$ cat src/rtl/wdg_pkg.sv
package wdg_pkg;

    localparam int KEY_W = 16;

    localparam logic [KEY_W-1:0] KEY_START  = 16'hCCCC;
    localparam logic [KEY_W-1:0] KEY_FEED   = 16'hAAAA;
    localparam logic [KEY_W-1:0] KEY_UNLOCK = 16'h5555;
    localparam logic [KEY_W-1:0] KEY_LOCK   = 16'h0000;

    localparam int OFS_KEY  = 'h00;
    localparam int OFS_DIV  = 'h04;
    localparam int OFS_RLD  = 'h08;
    localparam int OFS_STAT = 'h0C;

    typedef enum logic [2:0] {
        KC_NOP,
        KC_START,
        KC_FEED,
        KC_UNLOCK,
        KC_LOCK
    } key_cmd_e;

    typedef struct packed {
        logic rld_busy;   // bit 1
        logic div_busy;   // bit 0
    } wdg_stat_t;

    function automatic key_cmd_e decode_key(input logic [KEY_W-1:0] k);
        case (k)
            KEY_START:  return KC_START;
            KEY_FEED:   return KC_FEED;
            KEY_UNLOCK: return KC_UNLOCK;
            KEY_LOCK:   return KC_LOCK;
            default:    return KC_NOP;
        endcase
    endfunction

endpackage

$ cat src/rtl/wdg_keyctl.sv
module wdg_keyctl
    import wdg_pkg::*;
(
    input  logic             clk,
    input  logic             rst,
    input  logic             key_wr,
    input  logic [KEY_W-1:0] key_val,
    output logic             running,
    output logic             unlocked,
    output logic             reload_req
);

    key_cmd_e cmd;

    assign cmd = key_wr ? decode_key(key_val) : KC_NOP;

    always_ff @(posedge clk) begin
        if (rst) begin
            running  <= 1'b0;
            unlocked <= 1'b0;
        end else begin
            case (cmd)
                KC_START:  running  <= 1'b1;
                KC_UNLOCK: unlocked <= 1'b1;
                KC_LOCK:   unlocked <= 1'b0;
                default:   ;
            endcase
        end
    end

    assign reload_req = (cmd == KC_START) || (cmd == KC_FEED);

    // nothing but reset stops a started watchdog
    a_r8_no_stop: assert property (@(posedge clk) disable iff (rst)
        running |=> running);

endmodule

$ cat src/rtl/wdg_shadow.sv
module wdg_shadow #(
    parameter int         W    = 12,
    parameter int         SYNC = 3,
    parameter logic [W-1:0] INIT = '0
) (
    input  logic         clk,
    input  logic         rst,
    input  logic         wr,
    input  logic [W-1:0] wdata,
    output logic [W-1:0] active,
    output logic         busy
);

    localparam int CW = $clog2(SYNC + 1);

    logic [W-1:0]  staged;
    logic [CW-1:0] dly;

    always_ff @(posedge clk) begin
        if (rst) begin
            staged <= INIT;
            active <= INIT;
            dly    <= '0;
        end else if (wr) begin
            staged <= wdata;
            dly    <= CW'(SYNC);
        end else if (dly != '0) begin
            dly <= dly - CW'(1);
            if (dly == CW'(1)) begin
                active <= staged;
            end
        end
    end

    assign busy = (dly != '0);

    // the value in use changes only when the busy flag drops
    a_r6_hold_while_busy: assert property (@(posedge clk) disable iff (rst)
        (busy && !wr) |=> (!busy || $stable(active)));

    // when busy drops the staged value is the one in use
    a_r6_value_on_clear: assert property (@(posedge clk) disable iff (rst)
        $fell(busy) |-> (active == $past(staged)));

endmodule

$ cat src/rtl/wdg_tick.sv
module wdg_tick #(
    parameter int MAX_PR = 6,
    parameter int PR_W   = 3
) (
    input  logic            clk,
    input  logic            rst,
    input  logic            running,
    input  logic            restart,
    input  logic [PR_W-1:0] pr,
    output logic            tick
);

    localparam int DW = MAX_PR + 3;

    logic [DW-1:0] div;
    logic [DW-1:0] last;

    assign last = (DW'(4) << pr) - DW'(1);
    assign tick = running && !restart && (div >= last);

    always_ff @(posedge clk) begin
        if (rst || !running || restart || tick) begin
            div <= '0;
        end else begin
            div <= div + DW'(1);
        end
    end

endmodule

$ cat src/rtl/wdg_downcnt.sv
module wdg_downcnt #(
    parameter int RL_W = 12
) (
    input  logic            clk,
    input  logic            rst,
    input  logic            tick,
    input  logic            reload_req,
    input  logic [RL_W-1:0] reload,
    output logic            expire
);

    logic [RL_W-1:0] cnt;

    always_ff @(posedge clk) begin
        if (rst) begin
            cnt    <= '1;
            expire <= 1'b0;
        end else begin
            expire <= 1'b0;
            if (reload_req) begin
                cnt <= reload;
            end else if (tick) begin
                if (cnt == '0) begin
                    expire <= 1'b1;
                    cnt    <= reload;
                end else begin
                    cnt <= cnt - RL_W'(1);
                end
            end
        end
    end

    // the reset request lasts exactly one cycle
    a_r2_single_pulse: assert property (@(posedge clk) disable iff (rst)
        expire |=> !expire);

endmodule

$ cat src/rtl/key_watchdog.sv
module key_watchdog
    import wdg_pkg::*;
#(
    parameter int RL_W        = 12,
    parameter int MAX_PR      = 6,
    parameter int SYNC_CYCLES = 3,
    parameter int ADDR_W      = 5,
    parameter int DATA_W      = 16
) (
    input  logic              clk,
    input  logic              rst,
    input  logic              bus_wr,
    input  logic [ADDR_W-1:0] bus_addr,
    input  logic [DATA_W-1:0] bus_wdata,
    output logic [DATA_W-1:0] bus_rdata,
    output logic              wdg_rst_o
);

    localparam int PR_W = $clog2(MAX_PR + 1);

    logic            sel_key, sel_div, sel_rld, sel_stat;
    logic            running, unlocked, reload_req, tick;
    logic [PR_W-1:0] pr_in, pr_act;
    logic [RL_W-1:0] rl_act;
    wdg_stat_t       stat;

    assign sel_key  = (bus_addr == ADDR_W'(OFS_KEY));
    assign sel_div  = (bus_addr == ADDR_W'(OFS_DIV));
    assign sel_rld  = (bus_addr == ADDR_W'(OFS_RLD));
    assign sel_stat = (bus_addr == ADDR_W'(OFS_STAT));

    assign pr_in = (bus_wdata > DATA_W'(MAX_PR)) ? PR_W'(MAX_PR)
                                                 : bus_wdata[PR_W-1:0];

    wdg_keyctl u_keyctl (
        .clk        (clk),
        .rst        (rst),
        .key_wr     (bus_wr && sel_key),
        .key_val    (bus_wdata[KEY_W-1:0]),
        .running    (running),
        .unlocked   (unlocked),
        .reload_req (reload_req)
    );

    wdg_shadow #(.W(PR_W), .SYNC(SYNC_CYCLES), .INIT('0)) u_div_shadow (
        .clk    (clk),
        .rst    (rst),
        .wr     (bus_wr && sel_div && unlocked),
        .wdata  (pr_in),
        .active (pr_act),
        .busy   (stat.div_busy)
    );

    wdg_shadow #(.W(RL_W), .SYNC(SYNC_CYCLES), .INIT('1)) u_rld_shadow (
        .clk    (clk),
        .rst    (rst),
        .wr     (bus_wr && sel_rld && unlocked),
        .wdata  (bus_wdata[RL_W-1:0]),
        .active (rl_act),
        .busy   (stat.rld_busy)
    );

    wdg_tick #(.MAX_PR(MAX_PR), .PR_W(PR_W)) u_tick (
        .clk     (clk),
        .rst     (rst),
        .running (running),
        .restart (reload_req),
        .pr      (pr_act),
        .tick    (tick)
    );

    wdg_downcnt #(.RL_W(RL_W)) u_downcnt (
        .clk        (clk),
        .rst        (rst),
        .tick       (tick),
        .reload_req (reload_req),
        .reload     (rl_act),
        .expire     (wdg_rst_o)
    );

    always_comb begin
        bus_rdata = '0;
        if (sel_stat) begin
            bus_rdata[1:0] = stat;
        end
    end

    // locked writes never start a divider update
    a_r4_locked_drop_div: assert property (@(posedge clk) disable iff (rst)
        (bus_wr && sel_div && !unlocked) |=> !$rose(stat.div_busy));

    // locked writes never start a reload update
    a_r4_locked_drop_rld: assert property (@(posedge clk) disable iff (rst)
        (bus_wr && sel_rld && !unlocked) |=> !$rose(stat.rld_busy));

    // a feed leaves no request in the following cycle
    a_r3_feed_no_pulse: assert property (@(posedge clk) disable iff (rst)
        (bus_wr && sel_key && (bus_wdata[KEY_W-1:0] == KEY_FEED)) |=> !wdg_rst_o);

endmodule

$ cat config.mk
export PLATFORM = sky130hd
export DESIGN_NAME = key_watchdog
export DESIGN_NICKNAME = d
export VERILOG_FILES = /design/src/rtl/wdg_pkg.sv /design/src/rtl/wdg_keyctl.sv /design/src/rtl/wdg_shadow.sv /design/src/rtl/wdg_tick.sv /design/src/rtl/wdg_downcnt.sv /design/src/rtl/key_watchdog.sv
export SDC_FILE = /design/constraint.sdc
export NUM_CORES = 1
export LEC_CHECK = 0
export BUFFER_PORTS_ARGS = -buffer_cell sky130_fd_sc_hd__buf_2
export CORE_MARGIN = 3
export CORE_UTILIZATION = 50
export DETAILED_ROUTE_END_ITERATION = 6
export GPL_TIMING_DRIVEN = 0
export MAX_ROUTING_LAYER = met4
export PLACE_DENSITY = 0.7
export REMOVE_ABC_BUFFERS = 1
export SYNTH_ARGS = -nofsm -noshare
export SYNTH_HDL_FRONTEND = slang
export SYNTH_HIERARCHICAL = 1
export SYNTH_SLANG_ARGS = --single-unit
$ cat constraint.sdc
create_clock -name clk -period 5.3 [get_ports clk]
set_input_delay 1.06 -clock clk [delete_from_list [all_inputs] [get_ports clk]]
set_output_delay 1.06 -clock clk [all_outputs]
set_load 0.05 [all_outputs]
# Yosys cells after proc, flatten, opt, wreduce, memory -nomap -nowiden
# Cells that the tools add are included.
# word_totals
in_bits,24
ff_bits,58
word_cells,72
out_inout_bits,17
# op_classes
n_shift,1
muxes,13
eq_ne,12
n_reduce_logical,25
add_sub_neg,5
bitwise,3
order_cmp,2
# ops
cell,n
12-bit two-way mux,3
16-bit == test (second input constant),2
16-bit by 15-bit == test with 1-bit output (second input constant),1
16-bit by 3-bit > comparator with 1-bit output (second input constant),1
16-bit zero test,1
12-bit zero test,1
3-bit one-hot mux with 4 select lines,1
2-bit nonzero test,6
12-bit by 1-bit subtractor with 12-bit output (second input constant),1
5-bit by 4-bit == test with 1-bit output (second input constant),2
2-bit two-way mux,5
9-bit by 1-bit adder with 9-bit output (second input constant),1
9-bit >= comparator,1
3-bit by 3-bit << shifter with 9-bit output (first input constant),1
9-bit by 2-bit subtractor with 9-bit output (second input constant),1
1-bit logical AND,7
3-bit by 2-bit == test with 1-bit output (second input constant),2
3-bit two-way mux,2
3-bit AND reduction,2
5-bit by 3-bit == test with 1-bit output (second input constant),1
5-bit zero test,1
2-bit by 1-bit == test with 1-bit output (second input constant),2
1-bit logical OR,4
2-bit by 1-bit subtractor with 2-bit output (second input constant),2
other kinds (7),10

# Logic depth before layout (Yosys ltp)
# depth
ltp_word,10
ltp_mapped,12
ltp_nobuf,11

# Modules after synthesis
# The synthesis kept the hierarchy.
# by_module_without_submodules
module,cells_per_inst,seq_area_each_um2,area_per_inst_um2,n_inst
wdg_shadow at u_rld_shadow,106,520.5,1049.8,1
wdg_downcnt,127,260.2,962.2,1
wdg_tick,61,180.2,580.6,1
wdg_shadow at u_div_shadow,33,160.2,349.1,1
key_watchdog,36,0.0,225.2,1
wdg_keyctl,21,40.0,167.7,1

# Least setup slack after synthesis
# Ideal clock, no wire load.
# synth_path
path_type,input-to-output
from,in bus_addr[1]
to,out bus_rdata[0]
setup_slack_ns,1.450
path_stages,3
t_arrival_ns,2.790
cell_sequence,nor2_1 > nand2_1 > nor4bb_1
# synth_between
elab_chain_len,2
# synth_rtl
element,line_no,rtl
start: declaration,key_watchdog.sv:13,"input logic [ADDR_W-1:0] bus_addr,"
5-bit by 4-bit == test with 1-bit output,key_watchdog.sv:30,assign sel_stat = (bus_addr == ADDR_W'(OFS_STAT));
2-bit two-way mux,key_watchdog.sv:83,if (sel_stat) begin
end: declaration,key_watchdog.sv:15,"output logic [DATA_W-1:0] bus_rdata,"
# No other way between the ends.

# Final worst setup path
# layout_path
from,in bus_addr[1]
to,reg u_downcnt.cnt[11]
# layout_between
elab_chain_len,9
elab_cells_between_ends,11
cone_classes,eq/ne (2); mux (2); reduce/logical (7)
# layout_rtl
element,line_no,rtl
5-bit zero test (*),key_watchdog.sv:27,assign sel_key = (bus_addr == ADDR_W'(OFS_KEY));
1-bit logical AND (*),key_watchdog.sv:38,".key_wr (bus_wr && sel_key),"
3-bit two-way mux (*),wdg_keyctl.sv:15,assign cmd = key_wr ? decode_key(key_val) : KC_NOP;
3-bit by 1-bit == test with 1-bit output or 3-bit by 2-bit == test with 1-bit output (tied branches),wdg_keyctl.sv:31,assign reload_req = (cmd == KC_START) || (cmd == KC_FEED);
1-bit logical OR (*),wdg_keyctl.sv:31,
net reload_req,key_watchdog.sv:22,"logic running, unlocked, reload_req, tick;"
1-bit zero test (*),wdg_tick.sv:19,assign tick = running && !restart && (div >= last);
1-bit logical AND (*) (2 in a row),wdg_tick.sv:19,
net tick,key_watchdog.sv:22,
2-bit nonzero test (no line) (*),--,
end signal: assignment,wdg_downcnt.sv:21,cnt <= reload;
end signal: assignment,wdg_downcnt.sv:25,cnt <= reload;
end signal: assignment,wdg_downcnt.sv:27,cnt <= cnt - RL_W'(1);
end: declaration,wdg_downcnt.sv:12,logic [RL_W-1:0] cnt;
# The timed path passes the listed nets; every way through them passes the cells marked *.
# A chain may end at the register's enable or synchronous reset.

==> impl_metrics.toml <==
[cts]
ctsResizeCount = 0
holdBufCountCts = 0
clkLatencyLatePin_ns = 0.33
cts_setup_buffers = 0
clock-sinks = 58
numCtsBuffers = 9
clockBufferDepth = 2
root_buffer = "clkbuf_8"
tritoncts = "built"
cts_max_level = 3
path_clk_slew_ns = 0.06

[timing]
slew_headroom = 0.152
finalCritPeriodShare = 0.844
final_hold_viol_count = 0
worst_slack_ns = 0.826
tns_ns = 0
tightestPinTransition_ns = 1.27
skew_ns = 0.00353
rsz0062_at_grt = "false"
fmax_mhz = 224
min_period_ns = 4.47
finalSetupViolations = 0
report.final.slew_viol_count = 0

[worst_hold_path]
hold_path_depth = 1
hold_class = "flip-flop to flip-flop"
min_from = "u_tick/div[0]"

[setup_path]
reg2reg_depth = 9
path_cells = "buf_2, nor3_1, nor4bb_1, and4_1, nand3_1, nor2_1, nand2b_1, o21ba_1, nor2_1, nor2_1, o21ai_0, o32a_1"
critPathSlowestCell = "nor2_1"
startpoint = "bus_addr[1]"
critPathLaunchType = "input pin"
crit_family = "simple AND/OR/NAND/NOR gates"
critical_path_depth = 12
cp_slowest_stage_delay_ns = 0.98
arrival_ns = 4.75
cp-end-kind = "flip-flop"
regToRegStartpoint = "u_div_shadow/active[1]"
cp_common_cell = "nor2_1"
critPathKind = "input pin to flip-flop"
cp_max_fo = 22
crit_buf_inv = 1
cp.required_ns = 5.57

[synthesis]
synth_seq_cells = 58
synth_top_family_by_area = "simple AND/OR/NAND/NOR gates"
syn_area_per_cell_sq_um = 8.68
synth_xor_area_frac = 0.0289
muxShareOfSynthArea = 0.0240
post-synth-top-count-cell = "dfxtp_1"
yosys.area_share.simple = 0.294
synth_edf_count = 0
synth_commonest_cells = "dfxtp_1 (58), nor2_1 (41), nor3_1 (26), a21oi_1 (21), nand2_1 (17)"
synth_area_leaders = "dfxtp_1 (35%), ha_1 (5.3%), nor2_1 (4.6%), nor3_1 (3.9%), a211o_1 (3.4%)"
syn_area_sq_um = 3330
synth_area_leader_cell = "dfxtp_1"
synth_compound_area_frac = 0.172
synthArstFlopShare = 0
synth_ff_type = "dfxtp_1"
syn_inst = 384
synth_fa_ha_area_frac = 0.0525
ys_warn_count = 6
yosys.cell_types.count = 65
ys_seq_area_frac = 0.348
yosysTopAreaCellShare = 0.348

[route]
drtIter0Drc = 190
vias = 2774
drtAntennaViolNets = 0
first_pass_iters = 4
drc = 0
wl_per_cell_microns = 14.0
viasPerCell = 5.74
wl_mm = 6.77

[floorplanning]
die_area_sq_um = 7690
die_w_microns = 87.7
num_io_pins = 41
core.rowCount = 29
core_region_area_sq_um = 6420
die_h_microns = 87.7
initial_core_util = 0.519

[finish]
instances_no_fill = 483
multiInputGateArea_sq_um = 1960
nets = 440
num-fill-cells = 605
syn_to_final_growth_pct = 8.97
regArea_sq_um = 1160
final_area_sq_um = 3630
num_antenna_cells = 0
drive_above_1_share = 0.155
utilization = 0.566

[placed_design]
dp.cells = 468
dp_slack_ns = 0.586
placement.io_buffers = 26
gp_congestion = 0.894
place_area_sq_um = 3410
dp_hpwl_mm = 4.74

[grt]
grt_max_degree = 65
grt_pass1_vias = 2438
track_usage = 0.192
grt_antenna_before_repair = 0
grt_pass1_wl_mm = 11.4
grt_overflow_total = 0

[run_status]
status = "finished clean"

[power]
power_per_cell_area_nw_per_um2 = 263
p_sw_uw = 219
switching_share = 0.230
combinationalPowerShare = 0.065
seq_power_share = 0.470
internal_power_uw = 736
p_leak_uw = 0.00130
pwr-share-clk = 0.465
ir_drop_v = 0.000181

[flow_run]
cap_violations = 0
-- state kept, by name (all words and copies together) (netlist names) --
name                 cells
u_downcnt/cnt           12
u_rld_shadow/active     12
u_rld_shadow/staged     12
u_tick/div               9
u_div_shadow/active      3
u_div_shadow/staged      3
u_div_shadow/dly         2
u_rld_shadow/dly         2
u_downcnt/expire         1
u_keyctl/running         1
u_keyctl/unlocked        1
-- power groups by stage --
stage,Clock (uW),Combinational [uW],Sequential (uW)
floorplan,0,37.5,456
global placement,0,60.7,458
detailed placement,0,61.7,459
CTS,456,61.9,449
global route,473,68.2,450
finish,444,62.3,449
-- logic make-up (layout without fill, tap and decap cells) --
kind of cell / after synthesis / count (layout)
other: 1 / 14
flip-flops: 58 / 58
adder cells (fa/ha/maj): 14 / 14
multiplexers: 8 / 8
XOR/XNOR: 11 / 11
buffers and inverters: 46 / 55
AND/OR/NAND/NOR: 169 / 169
AO/OA/AOI/OAI: 77 / 77
-- layer usage --
layer	routed length [microns]	vias up	part of all wire	track usage
li1	-	1407	-	-
met1	3270	1264	0.48	0.246
met2	2990	94	0.44	0.286
met5	0	-	0	-
met3	393	9	0.058	0.0367
met4	112	0	0.017	0.0990
-- placed cells by master (no fill, tap or decap), types with 3 or more instances in the layout --
cell	instances
clkbuf_8	14
a211o_1	13
mux2i_1	8
and4_1	3
nand3b_1	4
o21ai_0	13
buf_2	26
or3_1	3
nor2_1	41
nand2_1	17
nor2b_1	8
nor3_2	9
a31oi_1	4
conb_1	14
xnor2_1	5
nand4_1	6
dfxtp_1	58
nand2b_1	5
a211oi_1	3
a21oi_1	21
or4_1	3
and2b_1	6
nand3_1	9
a41oi_1	3
ha_1	14
xor2_1	6
inv_1	13
and3_1	3
nor3_1	25
nor4_1	8
-- layout make-up --
class,count,area share
multi-input cells,293,0.540
clock inverters,1,0.00826
repair buffers,27,0.0389
well taps,77,0.0265
clock buffers,14,0.0530
flip-flops and latches,58,0.320
inverters,13,0.0134
-- path summary, 6_finish.rpt --
| check | endpoint | slack [ns] |
|---|---|---|
| worst max-delay path | u_downcnt/cnt[11] | 0.83 |
| worst min-delay path | u_tick/div[0] | 0.47 |
| worst max register to register | u_downcnt/cnt[7] | 1.86 |
| worst min register to register | u_tick/div[0] | 0.47 |
-- stage by stage --
step                hold WS [ns]  total power [uW]
floorplan                  0.434               494
global placement           0.443               519
detailed placement         0.457               520
CTS                        0.471               967
global route               0.496               991
finish                     0.469               956
-- worst reg2reg max path: stages, from the launching register on --
cell and delay [ns]:
dfxtp_1 0.43, a21oi_1 0.11, ha_1 0.37, o2111ai_4 0.15, a311oi_4 0.54, o21ba_1 0.67, nor4b_1 0.59, and3_1 0.26
o21ai_0 0.09, o211a_1 0.13
Power figures use the tool's default switching activity.
